File: src/rtl/dac_pattern_pkg.sv
package dac_pattern_pkg;

  typedef enum logic {
    WAVE_SQUARE   = 1'b0,
    WAVE_TRIANGLE = 1'b1
  } wave_mode_e;

  typedef enum logic {
    DIR_UP   = 1'b0,
    DIR_DOWN = 1'b1
  } ramp_dir_e;

  localparam int unsigned RATE_SEL_W = 2;
  localparam int unsigned NUM_RATES  = 1 << RATE_SEL_W;

endpackage

File: src/rtl/dac_rate_div.sv
module dac_rate_div
  import dac_pattern_pkg::*;
#(
  parameter int unsigned BASE_DIV = 120
) (
  input  logic                  clk,
  input  logic                  rst_n,
  input  logic [RATE_SEL_W-1:0] rate_sel_i,
  output logic                  tick_o
);

  localparam int unsigned MAX_PERIOD = BASE_DIV << (NUM_RATES - 1);
  localparam int unsigned CNT_W      = $clog2(MAX_PERIOD);

  logic [CNT_W-1:0] term_tab [NUM_RATES];
  logic [CNT_W-1:0] term;
  logic [CNT_W-1:0] cnt_q;
  logic [CNT_W-1:0] cnt_d;
  logic             wrap;

  for (genvar g = 0; g < NUM_RATES; g++) begin : g_term
    localparam int unsigned PERIOD = BASE_DIV << g;
    assign term_tab[g] = CNT_W'(PERIOD - 1);
  end

  assign term = term_tab[rate_sel_i];
  assign wrap = (cnt_q >= term);

  always_comb begin
    if (wrap) begin
      cnt_d = '0;
    end else begin
      cnt_d = cnt_q + 1'b1;
    end
  end

  always_ff @(posedge clk or negedge rst_n) begin
    if (!rst_n) begin
      cnt_q <= '0;
    end else begin
      cnt_q <= cnt_d;
    end
  end

  assign tick_o = wrap;

endmodule

File: src/rtl/dac_tri_source.sv
module dac_tri_source
  import dac_pattern_pkg::*;
#(
  parameter int unsigned AMP_W = 8
) (
  input  logic             clk,
  input  logic             rst_n,
  input  logic             adv_i,
  output logic [AMP_W-1:0] val_o
);

  localparam logic [AMP_W-1:0] TOP = {AMP_W{1'b1}};

  logic [AMP_W-1:0] val_q;
  logic [AMP_W-1:0] val_d;
  ramp_dir_e        dir_q;
  ramp_dir_e        dir_d;

  always_comb begin
    val_d = val_q;
    dir_d = dir_q;
    if (adv_i) begin
      if (dir_q == DIR_UP) begin
        if (val_q == TOP) begin
          dir_d = DIR_DOWN;
          val_d = val_q - 1'b1;
        end else begin
          val_d = val_q + 1'b1;
        end
      end else begin
        if (val_q == '0) begin
          dir_d = DIR_UP;
          val_d = val_q + 1'b1;
        end else begin
          val_d = val_q - 1'b1;
        end
      end
    end
  end

  always_ff @(posedge clk or negedge rst_n) begin
    if (!rst_n) begin
      val_q <= '0;
      dir_q <= DIR_UP;
    end else if (adv_i) begin
      val_q <= val_d;
      dir_q <= dir_d;
    end
  end

  assign val_o = val_q;

endmodule

File: src/rtl/dac_square_source.sv
module dac_square_source #(
  parameter int unsigned AMP_W    = 8,
  parameter int unsigned HALF_LEN = 128
) (
  input  logic             clk,
  input  logic             rst_n,
  input  logic             adv_i,
  output logic [AMP_W-1:0] val_o
);

  localparam int unsigned HC_W = (HALF_LEN > 1) ? $clog2(HALF_LEN) : 1;
  localparam logic [HC_W-1:0] HC_LAST = HC_W'(HALF_LEN - 1);

  logic [HC_W-1:0] hcnt_q;
  logic [HC_W-1:0] hcnt_d;
  logic            lvl_q;
  logic            lvl_d;
  logic            half_end;

  assign half_end = (hcnt_q == HC_LAST);

  always_comb begin
    hcnt_d = hcnt_q;
    lvl_d  = lvl_q;
    if (adv_i) begin
      if (half_end) begin
        hcnt_d = '0;
        lvl_d  = ~lvl_q;
      end else begin
        hcnt_d = hcnt_q + 1'b1;
      end
    end
  end

  always_ff @(posedge clk or negedge rst_n) begin
    if (!rst_n) begin
      hcnt_q <= '0;
      lvl_q  <= 1'b0;
    end else if (adv_i) begin
      hcnt_q <= hcnt_d;
      lvl_q  <= lvl_d;
    end
  end

  assign val_o = {AMP_W{lvl_q}};

endmodule

File: src/rtl/dac_drop_counter.sv
module dac_drop_counter #(
  parameter int unsigned DROP_W = 16
) (
  input  logic              clk,
  input  logic              rst_n,
  input  logic              inc_i,
  output logic [DROP_W-1:0] cnt_o
);

  logic [DROP_W-1:0] cnt_q;
  logic [DROP_W-1:0] cnt_d;
  logic              full;
  logic              cnt_en;

  assign full   = &cnt_q;
  assign cnt_en = inc_i && !full;

  always_comb begin
    cnt_d = cnt_q + 1'b1;
  end

  always_ff @(posedge clk or negedge rst_n) begin
    if (!rst_n) begin
      cnt_q <= '0;
    end else if (cnt_en) begin
      cnt_q <= cnt_d;
    end
  end

  assign cnt_o = cnt_q;

endmodule

File: src/rtl/dac_pattern_gen.sv
module dac_pattern_gen
  import dac_pattern_pkg::*;
#(
  parameter int unsigned               BASE_DIV  = 120,
  parameter int unsigned               DATA_W    = 16,
  parameter int unsigned               AMP_W     = 8,
  parameter int unsigned               HALF_LEN  = 128,
  parameter int unsigned               DROP_W    = 16,
  parameter logic [DATA_W-AMP_W-1:0]   CTRL_BITS = '0
) (
  input  logic                  clk,
  input  logic                  rst_n,
  input  logic [RATE_SEL_W-1:0] rate_sel_i,
  input  logic                  wave_sel_i,
  input  logic                  ser_ready_i,
  output logic                  convert_o,
  output logic [DATA_W-1:0]     sample_o,
  output logic [DROP_W-1:0]     drop_cnt_o
);

  logic              tick;
  logic              issue;
  logic              drop;
  logic [AMP_W-1:0]  tri_val;
  logic [AMP_W-1:0]  sq_val;
  logic [AMP_W-1:0]  sel_val;
  logic              conv_q;
  logic              conv_d;
  logic [DATA_W-1:0] smp_q;
  logic [DATA_W-1:0] smp_d;
  wave_mode_e        mode;

  dac_rate_div #(
    .BASE_DIV (BASE_DIV)
  ) div_i (
    .clk        (clk),
    .rst_n      (rst_n),
    .rate_sel_i (rate_sel_i),
    .tick_o     (tick)
  );

  assign issue = tick && ser_ready_i;
  assign drop  = tick && !ser_ready_i;

  dac_tri_source #(
    .AMP_W (AMP_W)
  ) tri_i (
    .clk   (clk),
    .rst_n (rst_n),
    .adv_i (issue),
    .val_o (tri_val)
  );

  dac_square_source #(
    .AMP_W    (AMP_W),
    .HALF_LEN (HALF_LEN)
  ) sq_i (
    .clk   (clk),
    .rst_n (rst_n),
    .adv_i (issue),
    .val_o (sq_val)
  );

  dac_drop_counter #(
    .DROP_W (DROP_W)
  ) drop_i (
    .clk   (clk),
    .rst_n (rst_n),
    .inc_i (drop),
    .cnt_o (drop_cnt_o)
  );

  assign mode = wave_mode_e'(wave_sel_i);

  always_comb begin
    sel_val = (mode == WAVE_TRIANGLE) ? tri_val : sq_val;
    smp_d   = {CTRL_BITS, sel_val};
    conv_d  = issue;
  end

  always_ff @(posedge clk or negedge rst_n) begin
    if (!rst_n) begin
      conv_q <= 1'b0;
    end else begin
      conv_q <= conv_d;
    end
  end

  always_ff @(posedge clk or negedge rst_n) begin
    if (!rst_n) begin
      smp_q <= '0;
    end else if (issue) begin
      smp_q <= smp_d;
    end
  end

  assign convert_o = conv_q;
  assign sample_o  = smp_q;

endmodule

File: config.mk
export PLATFORM = sky130hd
export DESIGN_NAME = dac_pattern_gen
export DESIGN_NICKNAME = d
export VERILOG_FILES = /design/src/rtl/dac_pattern_pkg.sv /design/src/rtl/dac_rate_div.sv /design/src/rtl/dac_tri_source.sv /design/src/rtl/dac_square_source.sv /design/src/rtl/dac_drop_counter.sv /design/src/rtl/dac_pattern_gen.sv
export SDC_FILE = /design/constraint.sdc
export NUM_CORES = 1
export LEC_CHECK = 0
export BUFFER_PORTS_ARGS = -buffer_cell sky130_fd_sc_hd__buf_2
export CAP_MARGIN = 25
export CORE_MARGIN = 2
export CORE_UTILIZATION = 53
export CTS_BUF_LIST = sky130_fd_sc_hd__clkbuf_16
export CTS_CLUSTER_DIAMETER = 150
export DETAILED_ROUTE_END_ITERATION = 6
export GPL_ROUTABILITY_DRIVEN = 1
export GPL_TIMING_DRIVEN = 0
export PLACE_DENSITY_LB_ADDON = 0.12
export SYNTH_ARGS = -nofsm -noshare
export SYNTH_HDL_FRONTEND = slang
export SYNTH_HIERARCHICAL = 1
export SYNTH_SLANG_ARGS = --single-unit
File: constraint.sdc
create_clock -name clk -period 2.7 [get_ports clk]
set_input_delay 0.405 -clock clk [delete_from_list [all_inputs] [get_ports clk]]
set_output_delay 0.405 -clock clk [all_outputs]
set_load 0.05 [all_outputs]
**After elaboration in Yosys (flattened, before gate mapping)**

Index checks and enable logic that the tools add are counted.

- Flip-flop bits (word level): 52
- Bits of input ports: 6

- $add $sub $neg: 5
- Magnitude comparators: 2
- Equal/unequal tests: 2
- Muxes and demuxes: 12
- Bitwise gates (word level): 2
- Reduce and logical (&&, ||, !) cells: 8

Operators with widths:

| operator | number |
|---|---|
| two-way mux 8 bit | 4 |
| two-way mux 10 bit | 3 |
| binary-select mux 10 bit (select 2 bit) | 1 |
| adder 16 x 1 -> 16 bit, second input constant | 1 |
| AND reduction 16 bit | 1 |
| adder 10 x 1 -> 10 bit, second input constant | 1 |
| greater-or-equal comparator 10 bit | 1 |
| adder 8 x 1 -> 8 bit, second input constant | 1 |
| == test 8 bit, second input constant | 1 |
| zero test 8 bit | 1 |
| subtractor 8 x 1 -> 8 bit, second input constant | 1 |
| adder 7 x 1 -> 7 bit, second input constant | 1 |
| == test 7 bit, second input constant | 1 |
| two-way mux 7 bit | 1 |
| greater-or-equal comparator 3 bit, second input constant | 1 |
| logical AND 1 bit | 3 |
| two-way mux 1 bit | 3 |
| inverter 2 -> 3 bit | 1 |
| zero test 1 bit | 2 |
| AND reduction 2 bit | 1 |
| inverter 1 bit | 1 |

**Logic depth before layout (Yosys ltp)**

- Depth in word-level cells: 7
- Gate-level depth with buffers: 16

**By module**

The synthesis kept the hierarchy.

By module, submodules not included:

| module | instances | cells each | area each (µm²) |
|---|---|---|---|
| dac_drop_counter | 1 | 75 | 840.8 |
| dac_rate_div | 1 | 65 | 689.4 |
| dac_tri_source | 1 | 74 | 668.1 |
| dac_pattern_gen | 1 | 48 | 535.5 |
| dac_square_source | 1 | 42 | 445.4 |

**Worst setup path before layout**

Ideal clock, no wire load.

- Kind: input to register
- Start point: input port rate_sel_i[1]
- End point: register tri_i.val_q[7], in the netlist tri_i/val_o[7]
- Arrival time: 2.946 ns
- Data required time: 2.621 ns
- Setup slack: -0.326 ns
- Stages: 14
- Path through: and2b_2 > ha_1 > or3b_1 > o211ai_2 > a31o_1 > or2_1 > buf_6 > and2_4 > buf_6 > clkbuf_1 > nand3_1 > or3_1 > mux2i_1 > xor2_1

- Longest elaborated chain between the ends: 6

RTL lines:

| what | line | source |
|---|---|---|
| start, declared | dac_pattern_gen.sv:13 | `input logic [RATE_SEL_W-1:0] rate_sel_i,` |
| inverter 2 -> 3 bit (implied by the code) | dac_rate_div.sv:26 | `assign term = term_tab[rate_sel_i];` |
| binary-select mux 10 bit (select 2 bit) | dac_rate_div.sv:26 |  |
| two-way mux 10 bit (implied by the code) (2 in series) | dac_rate_div.sv:26 |  |
| greater-or-equal comparator 10 bit | dac_rate_div.sv:27 | `assign wrap = (cnt_q >= term);` |
| net tick | dac_pattern_gen.sv:21 | `logic tick;` |
| logical AND 1 bit | dac_pattern_gen.sv:42 | `assign issue = tick && ser_ready_i;` |
| net conv_d | dac_pattern_gen.sv:28 | `logic conv_d;` |
| end signal, assigned | dac_tri_source.sv:46 | `val_q <= val_d;` |
| end, declared | dac_tri_source.sv:14 | `logic [AMP_W-1:0] val_q;` |

The timed path passes the listed nets, and every way through them passes these cells. The select of a mux whose other input is x is not followed.
A chain may end at the register's enable or synchronous reset.

**Worst setup path in the final report**

- Start point: register div_i.cnt_q[4]
- End point: register tri_i.val_q[7], in the netlist tri_i/val_o[7]

- Longest elaborated chain between the ends: 2

RTL lines:

| what | line | source |
|---|---|---|
| start, declared | dac_rate_div.sv:17 | `logic [CNT_W-1:0] cnt_q;` |
| start signal, assigned | dac_rate_div.sv:41 | `cnt_q <= cnt_d;` |
| greater-or-equal comparator 10 bit | dac_rate_div.sv:27 |  |
| net tick | dac_pattern_gen.sv:21 |  |
| logical AND 1 bit | dac_pattern_gen.sv:42 |  |

The timed path passes the listed nets, and every way through them passes these cells.

==> flow_summary.toml <==
[power]
ir_drop_mv = 0.461
powerDensity_nw_per_um2 = 754
combinationalPowerShare = 0.385
pwr-share-seq = 0.406
p_sw_mw = 1.21
internal_power_mw = 1.70
swShare = 0.416
p_leak_nw = 1.88
clkPwrFrac = 0.209

[logic_synthesis]
yosys.area.top_type_share = 0.409
yosys_warnings = 6
synthSimpleGateAreaFrac = 0.223
synth_cell_types = 59
synth.area.mux_share = 0.0582
synth_edf_count = 0
synth_adder_area_share = 0.0433
syn_area_per_cell_um2 = 10.5
synth_area_leaders = "dfrtp_1, xor2_1, mux2i_1"
synthesis.area_um2 = 3180
synth_flop_cell = "dfrtp_1"
yosys.area.top_type = "dfrtp_1"
synth-compound-area-share = 0.109
synthXorXnorAreaFrac = 0.0799
postSynthCellCount = 304
synth_top_family_by_area = "simple AND/OR/NAND/NOR gates"
async_flop_share = 1.00
ys_ff_latch = 52
seq_area_frac_synth = 0.409

[final_layout]
layout_commonest_cell = "dfrtp_1"
syn_to_final_growth_pct = 21.0
register_area_um2 = 1300
drive_above_1_share = 0.358
final_area_um2 = 3850
multi_input_area_um2 = 1800
fin_nets = 375
fin_util = 0.658
num_antenna_cells = 0
fillers = 475
mostFrequentLayoutCells = "dfrtp_1, buf_2, buf_4, xor2_1"

[grt]
grt.total_usage = 0.192
grt_remaining_overflow = 0
grt_pass1_wl_um = 10000
grt_pass1_vias = 2230
antenna_found_initial = 0
grt_max_degree = 29

[drt]
drt-wirelength-per-cell_um = 14.2
drt_wl_total_um = 6160
via_per_inst = 5.44
drtPass1Iterations = 4
drtIter0Drc = 102
drc = 0
ant_nets = 0
via_count = 2354

[placement]
place_hpwl_um = 4220
portBuffers = 28
gp_congestion = 0.805
place_area_um2 = 3510

[sta]
whs_ns = 0.114
period_share = 1.02
worst_slack_ns = -0.0588
finClkSkew_ns = 0.00587
relSlewSlack = 0.578
fmax_mhz = 362
worstMarginPinSlew_ns = 0.629
setup_tns_ns = -0.0648
hold_viol = 0
slew_violations = 0
setup_viol = 2
rsz0062_at_grt = "yes"
period_needed_ns = 2.76

[worst_setup_path]
cp.arrival_ns = 2.97
r2r_cells = 12
worst_setup_path_start_kind = "register"
crit_required_ns = 2.91
end_kind = "register"
critPathMaxFanout = 6
path_class = "register to register"

[floorplan]
die_x_um = 81.5
fp.coreArea_um2 = 5850
dieArea_um2 = 6630
row_count = 28
die_h_um = 81.5
io_pins = 39
start_util = 0.543

[clock_tree]
numCtsBuffers = 5
cts_root_buf = "clkbuf_16"
clk_latency_ns = 0.29
cts_tree = "yes"
clkTransAtPathRegs_ns = 0.07
clock_path_buffers = 2
holdBufCountCts = 0
cts.sinks = 52
cts-htree-levels = 2

[flow_run]
drv_cap = 0

[hold_path]
hold_class = "input pin to async pin"

[outcome]
violations = "setup timing"
status = "finished with violations"
## logic make-up (layout without fill, tap and decap cells)
| family | after synthesis | in the layout |
|---|---|---|
| AND/OR/NAND/NOR | 110 | 110 |
| flip-flops | 52 | 52 |
| AO/OA/AOI/OAI | 48 | 48 |
| buffers and inverters | 35 | 82 |
| XOR/XNOR | 29 | 29 |
| multiplexers | 18 | 18 |
| adder cells (fa/ha/maj) | 11 | 11 |
| other | 1 | 8 |
## repair_timing
| action | 4_1_cts | 5_1_grt |
|---|---|---|
| setup endpoints to repair | 23 | 20 |
| setup buffers | 9 | 5 |
| gates resized for setup | 11 | 18 |
| endpoints found under the hold margin | 0 | 0 |
| pin swaps | 1 | 11 |
## stage by stage
step                      cells  power (mW)  worst slack (ns)
final                       433        2.90           -0.0588
after global routing        433        3.09            -0.167
after CTS                   431        2.91           -0.0736
after detailed placement    415        2.25            -0.675
after global placement      414        2.22            -0.595
after floorplan             311        2.00            -0.204
## Yosys cell counts, types with 4 or more instances
cell type   n
nand2_1    16
mux2_2      4
mux2i_1    14
buf_6       5
nand4_1    10
nor3_1      6
nor2_1     17
dfrtp_1    52
xnor2_1     8
a21oi_1    15
a21oi_2     8
o21ai_0     8
buf_4      18
and3_1      4
xor2_1     21
ha_1       11
nand3_1    16
inv_1       6
nor3_2      9
## sequential cells by signal (all words and copies together) (netlist names)
name and count:
div_i/cnt_q 10, convert_o 1, sample_o 8, drop_i/cnt_o 16, sq_i/lvl_q 1, sq_i/hcnt_q 7
tri_i/val_o 8, tri_i/dir_q 1
## layout make-up
type | instances | share of cell area
Clock inverter | 2 | 0.00325
Inverter | 6 | 0.00585
Sequential cell | 52 | 0.339
Buffer | 28 | 0.0576
Tap cell | 75 | 0.0244
Timing Repair Buffer | 41 | 0.0702
Clock buffer | 5 | 0.0325
Multi-Input combinational cell | 224 | 0.468
## routing by layer
| layer | wire, µm | track usage | vias up | share of wire |
|---|---|---|---|---|
| li1 | - | - | 1163 | - |
| met4 | 40 | 0.0458 | 0 | 0.0065 |
| met2 | 3170 | 0.337 | 26 | 0.51 |
| met1 | 2800 | 0.246 | 1161 | 0.45 |
| met5 | 0 | 0 | - | 0 |
| met3 | 147 | 0.0330 | 4 | 0.024 |
## worst paths after layout
kind                           startpoint        endpoint  slack, ns
hold reg to reg            sq_i/hcnt_q[6]  sq_i/hcnt_q[6]       0.50
hold / removal                      rst_n  div_i/cnt_q[3]       0.11
setup / recovery           div_i/cnt_q[4]  tri_i/val_o[7]      -0.06
setup reg to reg           div_i/cnt_q[4]  tri_i/val_o[7]      -0.06
min in group clk              ser_ready_i     sample_o[4]       0.45
max in group asynchronous           rst_n  sq_i/hcnt_q[3]       2.04
## power groups by stage
stage / Combinational, mW / Sequential, mW / Clock [mW]
after floorplan: 0.556 / 1.44 / 0
after global placement: 1.04 / 1.17 / 0
after detailed placement: 1.07 / 1.18 / 0
after CTS: 1.11 / 1.17 / 0.628
after global routing: 1.23 / 1.21 / 0.658
final: 1.12 / 1.18 / 0.607
## critical path: stages, from the launching register on
cell and delay (ns):
dfrtp_2 0.43, ha_4 0.27, or3b_4 0.37, o211ai_2 0.18, a31o_1 0.17, or2_1 0.13
buf_6 0.11, and2_4 0.15, buf_8 0.12, nand3_4 0.06, or3_1 0.37, mux2i_1 0.17
xor2_1 0.16
Power figures use the tool's default switching activity.
